<file path="src/rtl/tap_pkg.sv">
`timescale 1ns/1ps
package tap_pkg;

    localparam int IR_W = 3;
    localparam int ID_W = 32;

    typedef enum logic [3:0] {
        ST_TLR, ST_RTI,
        ST_SEL_DR, ST_CAP_DR, ST_SH_DR, ST_EX1_DR, ST_PAU_DR, ST_EX2_DR, ST_UPD_DR,
        ST_SEL_IR, ST_CAP_IR, ST_SH_IR, ST_EX1_IR, ST_PAU_IR, ST_EX2_IR, ST_UPD_IR
    } tap_state_e;

    localparam logic [IR_W-1:0] OP_EXTEST = 3'b000;
    localparam logic [IR_W-1:0] OP_IDCODE = 3'b001;
    localparam logic [IR_W-1:0] OP_SAMPLE = 3'b010;
    localparam logic [IR_W-1:0] OP_CLAMP  = 3'b011;
    localparam logic [IR_W-1:0] OP_HIGHZ  = 3'b100;
    localparam logic [IR_W-1:0] OP_BYPASS = 3'b111;

    // Pattern placed in the instruction shift stage by Capture-IR
    localparam logic [IR_W-1:0] IR_CAPTURE = 3'b001;

    typedef enum logic [1:0] { DR_BYPASS, DR_BSR, DR_ID } dr_sel_e;

    typedef struct packed {
        dr_sel_e sel;
        logic    drive_bsr;
        logic    hiz;
    } ir_decode_t;

    function automatic tap_state_e tap_next(input tap_state_e s, input logic tms);
        tap_state_e n;
        case (s)
            ST_TLR:    n = tms ? ST_TLR    : ST_RTI;
            ST_RTI:    n = tms ? ST_SEL_DR : ST_RTI;
            ST_SEL_DR: n = tms ? ST_SEL_IR : ST_CAP_DR;
            ST_CAP_DR: n = tms ? ST_EX1_DR : ST_SH_DR;
            ST_SH_DR:  n = tms ? ST_EX1_DR : ST_SH_DR;
            ST_EX1_DR: n = tms ? ST_UPD_DR : ST_PAU_DR;
            ST_PAU_DR: n = tms ? ST_EX2_DR : ST_PAU_DR;
            ST_EX2_DR: n = tms ? ST_UPD_DR : ST_SH_DR;
            ST_UPD_DR: n = tms ? ST_SEL_DR : ST_RTI;
            ST_SEL_IR: n = tms ? ST_TLR    : ST_CAP_IR;
            ST_CAP_IR: n = tms ? ST_EX1_IR : ST_SH_IR;
            ST_SH_IR:  n = tms ? ST_EX1_IR : ST_SH_IR;
            ST_EX1_IR: n = tms ? ST_UPD_IR : ST_PAU_IR;
            ST_PAU_IR: n = tms ? ST_EX2_IR : ST_PAU_IR;
            ST_EX2_IR: n = tms ? ST_UPD_IR : ST_SH_IR;
            ST_UPD_IR: n = tms ? ST_SEL_DR : ST_RTI;
            default:   n = ST_TLR;
        endcase
        return n;
    endfunction

    function automatic ir_decode_t ir_decode(input logic [IR_W-1:0] op);
        ir_decode_t d;
        d = '{sel: DR_BYPASS, drive_bsr: 1'b0, hiz: 1'b0};
        case (op)
            OP_EXTEST: d = '{sel: DR_BSR,    drive_bsr: 1'b1, hiz: 1'b0};
            OP_IDCODE: d = '{sel: DR_ID,     drive_bsr: 1'b0, hiz: 1'b0};
            OP_SAMPLE: d = '{sel: DR_BSR,    drive_bsr: 1'b0, hiz: 1'b0};
            OP_CLAMP:  d = '{sel: DR_BYPASS, drive_bsr: 1'b1, hiz: 1'b0};
            OP_HIGHZ:  d = '{sel: DR_BYPASS, drive_bsr: 1'b0, hiz: 1'b1};
            default:   d = '{sel: DR_BYPASS, drive_bsr: 1'b0, hiz: 1'b0};
        endcase
        return d;
    endfunction

endpackage

</file>
<file path="src/rtl/tap_fsm.sv">
`timescale 1ns/1ps
module tap_fsm
    import tap_pkg::*;
(
    input  logic       tck,
    input  logic       tap_rst,
    input  logic       tms,
    output tap_state_e state
);

    always_ff @(posedge tck) begin
        if (tap_rst) state <= ST_TLR;
        else         state <= tap_next(state, tms);
    end

    // Run length of consecutive tms-high edges, used only by the check below
    logic [2:0] hi_run;
    always_ff @(posedge tck) begin
        if (tap_rst || !tms)     hi_run <= '0;
        else if (hi_run != 3'd7) hi_run <= hi_run + 3'd1;
    end

    assert_reset_entry_R1: assert property (@(posedge tck)
        tap_rst |=> (state == ST_TLR));

    assert_five_high_R2: assert property (@(posedge tck) disable iff (tap_rst)
        (tms && hi_run >= 3'd4) |=> (state == ST_TLR));

endmodule

</file>
<file path="src/rtl/tap_ir.sv">
`timescale 1ns/1ps
module tap_ir
    import tap_pkg::*;
#(
    parameter logic [IR_W-1:0] RESET_OP = OP_IDCODE
) (
    input  logic            tck,
    input  logic            tap_rst,
    input  tap_state_e      state,
    input  logic            tdi,
    output logic            ir_tdo,
    output logic [IR_W-1:0] ir_cur
);

    logic [IR_W-1:0] ir_sh;

    always_ff @(posedge tck) begin
        if (tap_rst) begin
            ir_sh <= IR_CAPTURE;
        end else begin
            case (state)
                ST_CAP_IR: ir_sh <= IR_CAPTURE;
                ST_SH_IR:  ir_sh <= {tdi, ir_sh[IR_W-1:1]};
                default:   ir_sh <= ir_sh;
            endcase
        end
    end

    // Active instruction changes on the falling edge
    always_ff @(negedge tck) begin
        if (tap_rst || state == ST_TLR) ir_cur <= RESET_OP;
        else if (state == ST_UPD_IR)    ir_cur <= ir_sh;
    end

    assign ir_tdo = ir_sh[0];

    assert_ir_update_R4: assert property (@(posedge tck) disable iff (tap_rst)
        (state == ST_UPD_IR) |=> (ir_cur == $past(ir_sh)));

    assert_tlr_instr_R1: assert property (@(posedge tck) disable iff (tap_rst)
        (state == ST_TLR) |=> (ir_cur == RESET_OP));

endmodule

</file>
<file path="src/rtl/tap_dr.sv">
`timescale 1ns/1ps
module tap_dr
    import tap_pkg::*;
#(
    parameter int              BSR_W    = 8,
    parameter bit              HAS_ID   = 1'b1,
    parameter logic [ID_W-1:0] ID_VALUE = 32'h0A5C_3E17
) (
    input  logic             tck,
    input  logic             tap_rst,
    input  tap_state_e       state,
    input  dr_sel_e          sel,
    input  logic             tdi,
    input  logic [BSR_W-1:0] pin_in,
    output logic             dr_tdo,
    output logic [BSR_W-1:0] bsr_out
);

    logic             byp;
    logic [BSR_W-1:0] bsr_sh;
    logic             id_tdo;

    wire cap = (state == ST_CAP_DR);
    wire sh  = (state == ST_SH_DR);

    // One-bit bypass stage
    always_ff @(posedge tck) begin
        if (tap_rst)                       byp <= 1'b0;
        else if (sel == DR_BYPASS && cap)  byp <= 1'b0;
        else if (sel == DR_BYPASS && sh)   byp <= tdi;
    end

    // Boundary shift stage
    always_ff @(posedge tck) begin
        if (tap_rst)                   bsr_sh <= '0;
        else if (sel == DR_BSR && cap) bsr_sh <= pin_in;
        else if (sel == DR_BSR && sh)  bsr_sh <= {tdi, bsr_sh[BSR_W-1:1]};
    end

    // Boundary parallel outputs, loaded on the falling edge in Update-DR
    always_ff @(negedge tck) begin
        if (tap_rst)                                  bsr_out <= '0;
        else if (state == ST_UPD_DR && sel == DR_BSR) bsr_out <= bsr_sh;
    end

    generate
        if (HAS_ID) begin : g_id
            logic [ID_W-1:0] id_sh;
            always_ff @(posedge tck) begin
                if (tap_rst)                  id_sh <= '0;
                else if (sel == DR_ID && cap) id_sh <= {ID_VALUE[ID_W-1:1], 1'b1};
                else if (sel == DR_ID && sh)  id_sh <= {tdi, id_sh[ID_W-1:1]};
            end
            assign id_tdo = id_sh[0];

            assert_id_lsb_R7: assert property (@(posedge tck) disable iff (tap_rst)
                (cap && sel == DR_ID) |=> dr_tdo);
        end else begin : g_no_id
            assign id_tdo = 1'b0;
        end
    endgenerate

    always_comb begin
        case (sel)
            DR_BSR:  dr_tdo = bsr_sh[0];
            DR_ID:   dr_tdo = id_tdo;
            default: dr_tdo = byp;
        endcase
    end

    assert_bypass_delay_R6: assert property (@(posedge tck) disable iff (tap_rst)
        (sh && sel == DR_BYPASS && $past(state) == ST_SH_DR && $past(sel) == DR_BYPASS)
        |-> (dr_tdo == $past(tdi)));

endmodule

</file>
<file path="src/rtl/tap_ctrl.sv">
`timescale 1ns/1ps
module tap_ctrl
    import tap_pkg::*;
#(
    parameter int              BSR_W    = 8,
    parameter bit              HAS_ID   = 1'b1,
    parameter logic [ID_W-1:0] ID_VALUE = 32'h0A5C_3E17
) (
    input  logic             tck,
    input  logic             tap_rst,
    input  logic             tms,
    input  logic             tdi,
    input  logic [BSR_W-1:0] pin_in,
    output logic             tdo,
    output logic             tdo_en,
    output logic [BSR_W-1:0] bsr_out,
    output logic             pin_sel_bsr,
    output logic             pin_hiz
);

    localparam logic [IR_W-1:0] RESET_OP = HAS_ID ? OP_IDCODE : OP_BYPASS;

    tap_state_e      state;
    logic [IR_W-1:0] ir_cur;
    logic            ir_tdo;
    logic            dr_tdo;
    ir_decode_t      dec;
    dr_sel_e         sel;
    logic            tdo_q;

    tap_fsm u_fsm (
        .tck     (tck),
        .tap_rst (tap_rst),
        .tms     (tms),
        .state   (state)
    );

    tap_ir #(.RESET_OP(RESET_OP)) u_ir (
        .tck     (tck),
        .tap_rst (tap_rst),
        .state   (state),
        .tdi     (tdi),
        .ir_tdo  (ir_tdo),
        .ir_cur  (ir_cur)
    );

    always_comb begin
        dec = ir_decode(ir_cur);
        sel = (dec.sel == DR_ID && !HAS_ID) ? DR_BYPASS : dec.sel;
    end

    tap_dr #(.BSR_W(BSR_W), .HAS_ID(HAS_ID), .ID_VALUE(ID_VALUE)) u_dr (
        .tck     (tck),
        .tap_rst (tap_rst),
        .state   (state),
        .sel     (sel),
        .tdi     (tdi),
        .pin_in  (pin_in),
        .dr_tdo  (dr_tdo),
        .bsr_out (bsr_out)
    );

    // Serial output retimed to the falling edge
    always_ff @(negedge tck) begin
        if (tap_rst) begin
            tdo_q  <= 1'b0;
            tdo_en <= 1'b0;
        end else begin
            tdo_en <= (state == ST_SH_IR) || (state == ST_SH_DR);
            tdo_q  <= (state == ST_SH_IR) ? ir_tdo :
                      (state == ST_SH_DR) ? dr_tdo : 1'b0;
        end
    end

    assign tdo         = tdo_en & tdo_q;
    assign pin_sel_bsr = dec.drive_bsr;
    assign pin_hiz     = dec.hiz;

    assert_clamp_hold_R10: assert property (@(posedge tck) disable iff (tap_rst)
        (ir_cur == OP_CLAMP) |=> (ir_cur != OP_CLAMP || $stable(bsr_out)));

    assert_hiz_excl_R11: assert property (@(posedge tck) disable iff (tap_rst)
        pin_hiz |-> !pin_sel_bsr);

    assert_tdo_quiet_R12: assert property (@(posedge tck) disable iff (tap_rst)
        (state != ST_SH_IR && state != ST_SH_DR &&
         $past(state) != ST_SH_IR && $past(state) != ST_SH_DR)
        |-> (!tdo_en && !tdo));

endmodule

</file>
<file path="config.mk">
export PLATFORM = sky130hd
export DESIGN_NAME = tap_ctrl
export DESIGN_NICKNAME = d
export VERILOG_FILES = /design/src/rtl/tap_pkg.sv /design/src/rtl/tap_fsm.sv /design/src/rtl/tap_ir.sv /design/src/rtl/tap_dr.sv /design/src/rtl/tap_ctrl.sv
export SDC_FILE = /design/constraint.sdc
export NUM_CORES = 1
export LEC_CHECK = 0
export BUFFER_PORTS_ARGS = -buffer_cell sky130_fd_sc_hd__buf_2
export CORE_MARGIN = 5
export CORE_UTILIZATION = 49
export CTS_CLUSTER_DIAMETER = 100
export DETAILED_ROUTE_END_ITERATION = 7
export PLACE_DENSITY = 0.68
export SYNTH_ARGS = -nofsm -noshare
export SYNTH_HDL_FRONTEND = slang
export SYNTH_SLANG_ARGS = --single-unit
export TNS_END_PERCENT = 30
</file>
<file path="constraint.sdc">
create_clock -name tck -period 2.3 [get_ports tck]
set_input_delay 0.115 -clock tck [delete_from_list [all_inputs] [get_ports tck]]
set_output_delay 0.115 -clock tck [all_outputs]
set_load 0.1 [all_outputs]
</file>
### After elaboration in Yosys (flattened, before gate mapping)

Index checks and enable logic that the tools add are counted.

* register bits: 61
* latch bits: 0
* bits in writable memories: 0
* ROM bits: 0
* input bits: 12
* output and inout bits: 12
* memories kept: 0

* add/subtract/negate cells: 0
* $mul: 0
* div/mod/pow operators: 0
* $lt $le $gt $ge: 0
* eq/ne operators: 21
* shift-type cells: 0
* multiplexer cells: 22
* bitwise logic cells: 1
* reductions and logical operators: 20

Operators by type and width (count)
* $mux 28: 2
* $pmux 4 s12: 1
* $eq 4x4->1 const B: 8
* $pmux 4 s5: 1
* $eq 4x3->1 const B: 4
* $mux 4: 4
* $mux 8: 2
* $eq 4x2->1 const B: 2
* $reduce_or 2->1: 4
* $logic_and 1x1->1: 7
* $eq 3x2->1 const B: 2
* $mux 2: 3
* $mux 3: 2
* $pmux 3 s2: 1
* $reduce_bool 2->1: 3
* $mux 1: 5
* $eq 4x1->1 const B: 1
* $logic_not 4->1: 1
* $eq 3x1->1 const B: 1
* $eq 3x3->1 const B: 1
* $logic_not 3->1: 1
* $reduce_or 3->1: 1
* $eq 2x1->1 const B: 1
* $eq 2x2->1 const B: 1
* other kinds (4): 5

### Depth between registers and ports, before layout

Gate-level depths: netlist of the first run.

* depth in word-level cells: 6
* depth in mapped cells: 8
* mapped depth without buffers: 7

### Hierarchy

A second synthesis of the first run with hierarchy kept.

* cell total of the unflattened synthesis: 315
* area total of the unflattened synthesis: 2806.4 µm²

Modules (own cells, without submodules)
* tap_dr: times used 1, cells each 234, area an instance 2095.8 µm², seq. area each 980.9 µm²
* tap_fsm: times used 1, cells each 39, area an instance 331.6 µm², seq. area each 80.1 µm²
* tap_ir: times used 1, cells each 28, area an instance 254.0 µm², seq. area each 120.1 µm²
* tap_ctrl: times used 1, cells each 14, area an instance 125.1 µm², seq. area each 40.0 µm²

==> impl_metrics.py, run 1 <==
metrics = {
    "status": {
        "outcome": "finished, violations left",
        "violations": "setup timing",
    },
    "finish": {
        "drive_above_1_share": 0.356,
        "final_cell_mix": "dfxtp_1, nand2_1, nor2_1, buf_4",
        "fin_nets": 370,
        "final_util": 0.721,
        "finalNonFillerCells": 430,
        "n_antenna_cell": 0,
        "final_common_cell": "dfxtp_1",
        "syn_to_final_growth_pct": 43.2,
    },
    "worst_setup_path": {
        "worstPathMaxFanout": 8,
        "critPathRequiredTime_ps": 2560,
        "end_kind": "register",
        "cp-start-kind": "register",
        "r2r_start": "u_ir.ir_cur[0]",
        "worstSetupPathType": "register to register",
        "crit_end": "u_dr.g_id.id_sh[20]",
        "reg2reg_to": "u_dr.g_id.id_sh[20]",
        "ff2ff_setup_slack_ps": -610,
        "crit_start": "u_ir.ir_cur[0]",
        "r2r_cells": 7,
        "arrival_ps": 3170,
    },
    "synth": {
        "synth-xor-area-share": 0.00340,
        "synth_mux_area_frac": 0.0433,
        "synth-seq-area-share": 0.475,
        "synth_fa_ha_area_frac": 0.0146,
        "ys_warn_count": 0,
        "synth_top_family_by_area": "compound AO/OA/AOI/OAI gates",
        "synth_top_area_cell": "dfxtp_1",
        "synthTopCellsByArea": "dfxtp_1, nand2_1, a21oi_1, nor2_1, mux2i_1",
        "synth_cells": 298,
        "synthFlopType": "dfxtp_1",
        "yosysTopAreaCellShare": 0.475,
        "syn_nets": 313,
        "synth_area_um2": 2570,
        "synthDistinctLibCells": 43,
        "synth-edff-count": 0,
        "yosys.area_share.simple": 0.197,
        "ys_seq_elements": 61,
        "synthArstFlopShare": 0,
        "synth_compound_area_frac": 0.203,
        "avgSynthCellArea_um2": 8.63,
    },
    "drt": {
        "drt_pass1_iterations": 5,
        "routed_wirelength_um": 6250,
        "drtAntennaViolNets": 0,
        "dr.first_iter.drc_count": 157,
        "viasPerCell": 5.32,
        "routedWlPerCell_um": 14.5,
        "vias": 2286,
        "drt_drc_violations_left": 0,
    },
    "power_and_ir_drop": {
        "ir_drop_uv": 438,
        "total_leakage_power_nw": 1.49,
        "power.total_mw": 2.35,
        "powerDensity_nw_per_um2": 639,
    },
    "hold_path": {
        "hold_class": "primary input to register",
        "worstHoldStart": "tdi",
    },
    "place": {
        "dpl.cell_count": 400,
        "pre_cts_ws_ps": -485,
        "place_congestion": 0.765,
        "place_hpwl_um": 4090,
        "io_buffer_count": 23,
    },
    "floorplan": {
        "core_um2": 5110,
        "ios": 24,
        "dieArea_um2": 6800,
        "fp-row-count": 26,
        "start_util": 0.504,
        "fp.dieW_um": 82.5,
        "fp.dieH_um": 82.5,
    },
    "sta": {
        "hold_violations": 0,
        "fin_ws_ps": -607,
        "final-setup-viol-count": 43,
        "rsz0062_at_grt": "yes",
        "slew_headroom": 0.697,
        "skew_ps": 61.6,
        "holdWs_ps": 74.2,
        "worst_pin_slew_ps": 453,
        "slew_violations": 0,
    },
    "clock_tree": {
        "h-tree-depth": 3,
        "cts_tree": "done",
        "cts_root_buf": "clkbuf_8",
        "numClockSinks": 61,
        "cts_buffers": 9,
        "path_clk_slew_ps": 70,
        "post_cts_buffers": 0,
        "cts_buffer_depth": 2,
        "clock_latency_ps": 400,
    },
    "global_routing": {
        "grt_pass1_wl_um": 9880,
        "grt_max_degree": 26,
        "grt.total_usage": 0.195,
        "antenna_found_initial": 0,
        "grt_pass1_vias": 2104,
        "grt_overflow": 0,
    },
    "run": {
        "maxCapViolCount": 0,
    },
}
[where the power goes]
| part | switching (mW) | internal [mW] |
|---|---|---|
| Sequential | 0.0134 | 1.07 |
| Clock | 0.496 | 0.588 |
| Combinational | 0.101 | 0.0845 |
[synthesized netlist by cell type, types with 2 or more instances]
library cell  instances
o21ai_1               2
nor2b_1               2
mux2i_1              10
a32oi_1               2
nand3_1               4
buf_6                 3
clkbuf_1             10
nand2_1              58
a31oi_1              11
nand2b_1              2
nor3b_1               2
buf_2                 5
a21oi_1              26
dfxtp_1              61
o2bb2ai_1             7
and2_1                4
buf_4                 4
ha_1                  3
o21ai_0               9
a21o_1                2
nor2_1               28
inv_1                 7
nand4_1               2
o22ai_1               8
a221oi_1              7
buf_1                 2
[per-layer routing]
| layer | vias to the layer above | GRT usage | share of wire |
|---|---|---|---|
| met4 | 0 | 0.0997 | 0.012 |
| met1 | 1082 | 0.234 | 0.44 |
| li1 | 1158 | - | - |
| met5 | - | 0 | 0 |
| met2 | 39 | 0.329 | 0.51 |
| met3 | 7 | 0.0390 | 0.035 |
[layout make-up]
type	instances	area, um2
clock inverter	19	104
clock buffer	10	149
timing repair buffer	59	678
sequential	61	1230
multi-input combinational	205	1410
tap	70	87.6
fill	387	1420
inverter	6	22.5
[flip-flops by register name (all words and copies together) (netlist names)]
name	flops
u_dr.g_id.id_sh	32
u_dr.byp	1
u_dr.bsr_out	8
u_ir.ir_sh	3
tdo_q	1
u_dr.bsr_sh	8
u_fsm.state	4
tdo_en	1
u_ir.ir_cur	3
[critical path, cell delays in order (launching register included)]
cell and delay, ps:
dfxtp_4 340, or3b_4 410, inv_2 80, ha_4 170, and2_4 230, buf_12 140, nand2_1 60, a31oi_1 190
[stage by stage]
step                instance area, um2  TNS, ps
finish                            3680   -21210
global route                      3680   -24150
CTS                               3530   -19230
detailed placement                3240   -17180
global placement                  3240   -15520
floorplan                         2690   -20100
[worst min path at each step]
| stage | to | cells after the start | slack, ps |
|---|---|---|---|
| 2_1_floorplan | u_dr.g_id.id_sh[31] | 2 | 250 |
| 3_3_place_gp | u_dr.g_id.id_sh[31] | 3 | 420 |
| 3_5_place_dp | u_dr.g_id.id_sh[31] | 3 | 430 |
| 4_1_cts | u_dr.g_id.id_sh[31] | 3 | 60 |
| 5_1_grt | u_ir.ir_sh[2] | 3 | 70 |
| 6_report | u_ir.ir_sh[2] | 3 | 70 |
[repair_timing]
action                                  in CTS  in global routing
endpoints found under the setup margin      52                 56
hold buffers                                 0                  0
gates cloned                                 0                  2
gates resized for setup                     12                 25
pin swaps                                    2                 13
[cell families (layout without fill, tap and decap cells)]
logic type	count (synthesis)	after routing
XOR/XNOR	1	1
AO/OA/AOI/OAI	80	80
AND/OR/NAND/NOR	110	110
flip-flops	61	61
buffers and inverters	32	94
multiplexers	11	11
adder cells (fa/ha/maj)	3	3
No activity file was read; power rests on OpenSTA's default activity.
==> inputs of run 2 (changes only) <==
CORE_UTILIZATION = 40   (was 49)
PLACE_DENSITY = unset   (was 0.68)
==> run 2 against run 1 <==
- the run still ends with setup timing left
- largest power group unchanged
- register-to-register slack better by 40 ps
- cell count rose by 1.9%
- clock power about the same
- combinational power barely moved
- final area increased by 2.4%
- critical path type unchanged
==> impl_metrics.py, run 2 (synthesis gave the netlist of run 1 again) <==
metrics = {
    "clock_tree": {
        "numClockSinks": 61,
        "cts_root_buf": "clkbuf_8",
        "path_clk_slew_ps": 70,
        "cts_buffers": 9,
        "cts_buffer_depth": 2,
        "clock_latency_ps": 390,
        "h-tree-depth": 3,
        "cts_tree": "done",
    },
    "finish": {
        "postLayoutCellArea_um2": 3770,
        "reg_top3": "u_dr.g_id.id_sh (32), u_dr.bsr_out (8), u_dr.bsr_sh (8)",
        "largest_reg_flops": 32,
        "syn_to_final_growth_pct": 46.7,
        "final_common_cell": "dfxtp_1",
        "largest-register": "u_dr.g_id.id_sh",
        "drive_above_1_share": 0.363,
        "fillers": 532,
        "final_cell_mix": "dfxtp_1, nand2_1, nor2_1, buf_4, buf_12",
        "fin_nets": 371,
        "n_antenna_cell": 0,
        "finalNonFillerCells": 438,
    },
    "floorplan": {
        "fp-row-count": 29,
        "fp.dieW_um": 90.2,
        "core_um2": 6310,
        "fp.dieH_um": 90.2,
        "dieArea_um2": 8140,
        "ios": 24,
        "start_util": 0.407,
    },
    "sta": {
        "fin_ws_ps": -565,
        "slew_headroom": 0.629,
        "skew_ps": 51.2,
        "slew_violations": 0,
        "rsz0062_at_grt": "yes",
        "worst_pin_slew_ps": 556,
        "holdWs_ps": 55.9,
        "hold_violations": 0,
        "final-setup-viol-count": 43,
    },
    "power_and_ir_drop": {
        "powerDensity_nw_per_um2": 625,
        "ir_drop_uv": 466,
        "total_leakage_power_nw": 1.54,
    },
    "global_routing": {
        "grt_pass1_vias": 2084,
        "antenna_found_initial": 0,
        "grt_pass1_wl_um": 9740,
        "grt_max_degree": 27,
        "grt.total_usage": 0.145,
        "grt_overflow": 0,
    },
    "place": {
        "io_buffer_count": 23,
        "dpl.cell_count": 404,
        "placed_area_um2": 3240,
        "place_congestion": 0.749,
        "pre_cts_ws_ps": -483,
        "place_hpwl_um": 3990,
    },
    "drt": {
        "vias": 2304,
        "routedWlPerCell_um": 14.1,
        "drt_pass1_iterations": 4,
        "viasPerCell": 5.26,
        "routed_wirelength_um": 6160,
        "drt_drc_violations_left": 0,
        "dr.first_iter.drc_count": 99,
        "drtAntennaViolNets": 0,
    },
    "status": {
        "violations": "setup timing",
        "outcome": "finished, violations left",
    },
    "worst_setup_path": {
        "worstSetupPathType": "register to register",
        "end_kind": "register",
        "cp-start-kind": "register",
        "arrival_ps": 3090,
        "worstPathMaxFanout": 8,
        "critPathRequiredTime_ps": 2530,
    },
    "hold_path": {
        "hold_class": "primary input to register",
    },
    "run": {
        "maxCapViolCount": 0,
    },
}
## run 2: changes by cell type in the layout (fill, tap and decap cells not counted), sizes merged
| cell | previous run | this run |
|---|---|---|
| clkbuf | 12 | 15 |
| clkinv | 0 | 3 |
| inv | 23 | 21 |
| buf | 57 | 56 |
| bufinv | 1 | 0 |
| clkinvlp | 1 | 0 |
## run 2: final cells by class
cell class | instances | area, um2 | share of cell area
Clock buffer | 11 | 174 | 0.0461
Tap cell | 77 | 96.3 | 0.0255
Inverter | 6 | 22.5 | 0.00597
Clock inverter | 18 | 92.6 | 0.0245
Sequential cell | 61 | 1230 | 0.326
Multi-Input combinational cell | 205 | 1440 | 0.381
Timing Repair Buffer | 60 | 718 | 0.190
## run 2: critical path, cell delays in order (launching register included)
cell       delay (ps)
dfxtp_4           330
or3b_4            260
inv_2              50
ha_4              170
and2_4            210
clkbuf_16         170
a221oi_2          300
nor2_1             60
## run 2: power by group
| part | switching (mW) | internal, mW |
|---|---|---|
| Clock | 0.521 | 0.565 |
| Combinational | 0.102 | 0.0849 |
| Sequential | 0.0143 | 1.07 |
| Total | 0.638 | 1.72 |
## run 2: metrics by stage
stage          TNS [ps]  power, mW  utilization
2_1_floorplan    -20100       1.24            -
3_3_place_gp     -15810       1.30        0.512
3_5_place_dp     -17320       1.30        0.512
4_1_cts          -19180       2.36        0.557
5_1_grt          -23590       2.46        0.598
6_report         -20780       2.36        0.598
## run 2: timing repair
action / 4_1_cts / 5_1_grt
hold buffers: 0 / 0
endpoints found under the setup margin: 52 / 52
pin swaps: 2 / 15
cloned: 0 / 4
setup buffers: 0 / 2
gates resized for setup: 5 / 33
## run 2: worst paths after layout
kind | start | to | slack, ps | depth (start not counted)
worst max-delay path | u_ir.ir_cur[0] | u_dr.g_id.id_sh[2] | -560 | 7
worst min-delay path | tms | u_fsm.state[2] | 60 | 2
worst max register to register | u_ir.ir_cur[0] | u_dr.g_id.id_sh[2] | -560 | 7
worst min register to register | u_dr.g_id.id_sh[31] | u_dr.g_id.id_sh[30] | 450 | 2
## run 2: routing by layer
metal / GRT usage / routed length, um
met1: 0.182 / 2820
met2: 0.229 / 3000
met3: 0.0426 / 237
met4: 0.0633 / 106
met5: 0 / 0
==> inputs of run 3 (changes only) <==
RECOVER_POWER = 100   (was unset)
==> run 3 against run 2 <==
- the run still ends with setup timing left
- register-to-register slack about the same
- worst hold slack about the same
- die area unchanged
- largest power group is now clock
- clock power barely moved
- clock skew barely moved
==> impl_metrics.py, run 3 (synthesis gave the netlist of run 1 again) <==
metrics = {
    "clock_tree": {
        "cts_hold_buf": 0,
        "cts_root_buf": "clkbuf_8",
        "h-tree-depth": 3,
        "cts_tree": "done",
        "numClockSinks": 61,
        "cts_buffer_depth": 2,
        "path_clk_slew_ps": 70,
        "cts_buffers": 9,
        "clock_latency_ps": 390,
    },
    "place": {
        "placed_area_um2": 3240,
        "pre_cts_ws_ps": -483,
        "place_congestion": 0.749,
        "dpl.cell_count": 404,
        "place_hpwl_um": 3990,
        "io_buffer_count": 23,
    },
    "power_and_ir_drop": {
        "comb_power_share": 0.078,
        "p_clk_frac": 0.462,
        "p_seq_frac": 0.461,
        "power.total_mw": 2.36,
        "intPower_mw": 1.72,
        "ir_drop_uv": 466,
        "switchingPower_uw": 638,
        "total_leakage_power_nw": 1.51,
        "swShare": 0.271,
        "powerDensity_nw_per_um2": 640,
    },
    "worst_setup_path": {
        "end_kind": "register",
        "cp-start-kind": "register",
        "r2r_start": "u_ir.ir_cur[0]",
        "critPathMaxStageDelay_ps": 330,
        "worstSetupPathType": "register to register",
        "crit_end": "u_dr.g_id.id_sh[2]",
        "r2r_cells": 7,
        "crit_chain": "or3b_4 > inv_2 > ha_4 > and2_4 > clkbuf_16 > a221oi_2 > nor2_1",
        "worst_path_max_delay_cell": "dfxtp_4",
        "critPathRequiredTime_ps": 2530,
        "reg2reg_to": "u_dr.g_id.id_sh[2]",
        "arrival_ps": 3090,
        "worstPathMaxFanout": 8,
        "ff2ff_setup_slack_ps": -560,
        "crit_start": "u_ir.ir_cur[0]",
    },
    "drt": {
        "drt_pass1_iterations": 4,
        "drtAntennaViolNets": 0,
        "routedWlPerCell_um": 14.0,
        "drt_drc_violations_left": 0,
        "viasPerCell": 5.26,
        "routed_wirelength_um": 6150,
        "dr.first_iter.drc_count": 104,
        "vias": 2304,
    },
    "floorplan": {
        "start_util": 0.407,
        "fp.dieW_um": 90.2,
        "fp.dieH_um": 90.2,
        "fp-row-count": 29,
        "ios": 24,
        "core_um2": 6310,
        "dieArea_um2": 8140,
    },
    "finish": {
        "syn_to_final_growth_pct": 43.0,
        "postLayoutCellArea_um2": 3680,
        "reg_top3": "u_dr.g_id.id_sh (32), u_dr.bsr_out (8), u_dr.bsr_sh (8)",
        "seq_area_um2": 1230,
        "fillers": 559,
        "largest_reg_flops": 32,
        "drive_above_1_share": 0.352,
        "multi_input_area_um2": 1430,
        "final_cell_mix": "dfxtp_1, nand2_1, nor2_1, buf_4, inv_1",
        "final_util": 0.583,
        "n_antenna_cell": 0,
        "largest-register": "u_dr.g_id.id_sh",
        "fin_nets": 371,
        "finalNonFillerCells": 438,
        "final_common_cell": "dfxtp_1",
    },
    "global_routing": {
        "grt_pass1_wl_um": 9740,
        "grt_max_degree": 27,
        "antenna_found_initial": 0,
        "grt_overflow": 0,
        "grt_pass1_vias": 2084,
        "grt.total_usage": 0.145,
    },
    "run": {
        "maxCapViolCount": 0,
    },
    "sta": {
        "rsz0062_at_grt": "yes",
        "final-setup-viol-count": 43,
        "worst_pin_slew_ps": 555,
        "fin_ws_ps": -565,
        "hold_violations": 0,
        "skew_ps": 51.2,
        "slew_violations": 0,
        "holdWs_ps": 56.0,
        "setup-tns-final_ps": -20770,
        "slew_headroom": 0.630,
    },
    "hold_path": {
        "hold_class": "primary input to register",
        "whs_path_depth": 2,
    },
    "status": {
        "outcome": "finished, violations left",
        "violations": "setup timing",
    },
}
-- run 3: timing repair --
| action | in CTS | in global routing |
|---|---|---|
| setup buffers | 0 | 2 |
| cloned | 0 | 4 |
| endpoints found under the hold margin | 0 | 0 |
| gates resized for setup | 5 | 33 |
| setup endpoints to repair | 52 | 52 |
| pin swaps | 2 | 15 |
-- run 3: critical path, delay by kind of cell (launching register included) --
| kind | cells | cell delay [ps] |
|---|---|---|
| adders and majority gates | 1 | 170 |
| DFF | 1 | 330 |
| AOI/OAI and AO/OA | 1 | 300 |
| buffers and inverters | 2 | 220 |
| and+or+nand+nor | 3 | 530 |
-- run 3: area by class of cell --
cell class,count,share of cell area
clock buffer,11,0.0473
clock inverter,18,0.0252
inverter,6,0.00612
multi-input combinational,205,0.390
sequential,61,0.335
tap,77,0.0262
timing repair buffer,60,0.171
-- run 3: layer usage --
layer | vias up | GRT usage | part of all wire
li1 | 1167 | - | -
met1 | 1089 | 0.182 | 0.45
met2 | 36 | 0.229 | 0.49
met3 | 12 | 0.0426 | 0.041
met4 | 0 | 0.0633 | 0.017
met5 | - | 0 | 0
-- run 3: how the worst min path moves through the flow --
stage	startpoint	end	slack, ps
6_report	tms	u_fsm.state[2]	60
5_1_grt	tms	u_fsm.state[2]	70
4_1_cts	tms	u_fsm.state[2]	50
3_5_place_dp	tms	u_fsm.state[2]	420
3_3_place_gp	tdi	u_dr.g_id.id_sh[31]	420
2_1_floorplan	tdi	u_dr.g_id.id_sh[31]	250
-- run 3: power by group through the flow --
stage | clock (mW) | sequential (mW) | combinational, mW
after global routing | 1.17 | 1.09 | 0.199
after global placement | 0.0373 | 1.10 | 0.160
after floorplan | 0.0373 | 1.10 | 0.104
final | 1.09 | 1.08 | 0.183
after CTS | 1.11 | 1.08 | 0.165
after detailed placement | 0.0373 | 1.10 | 0.163
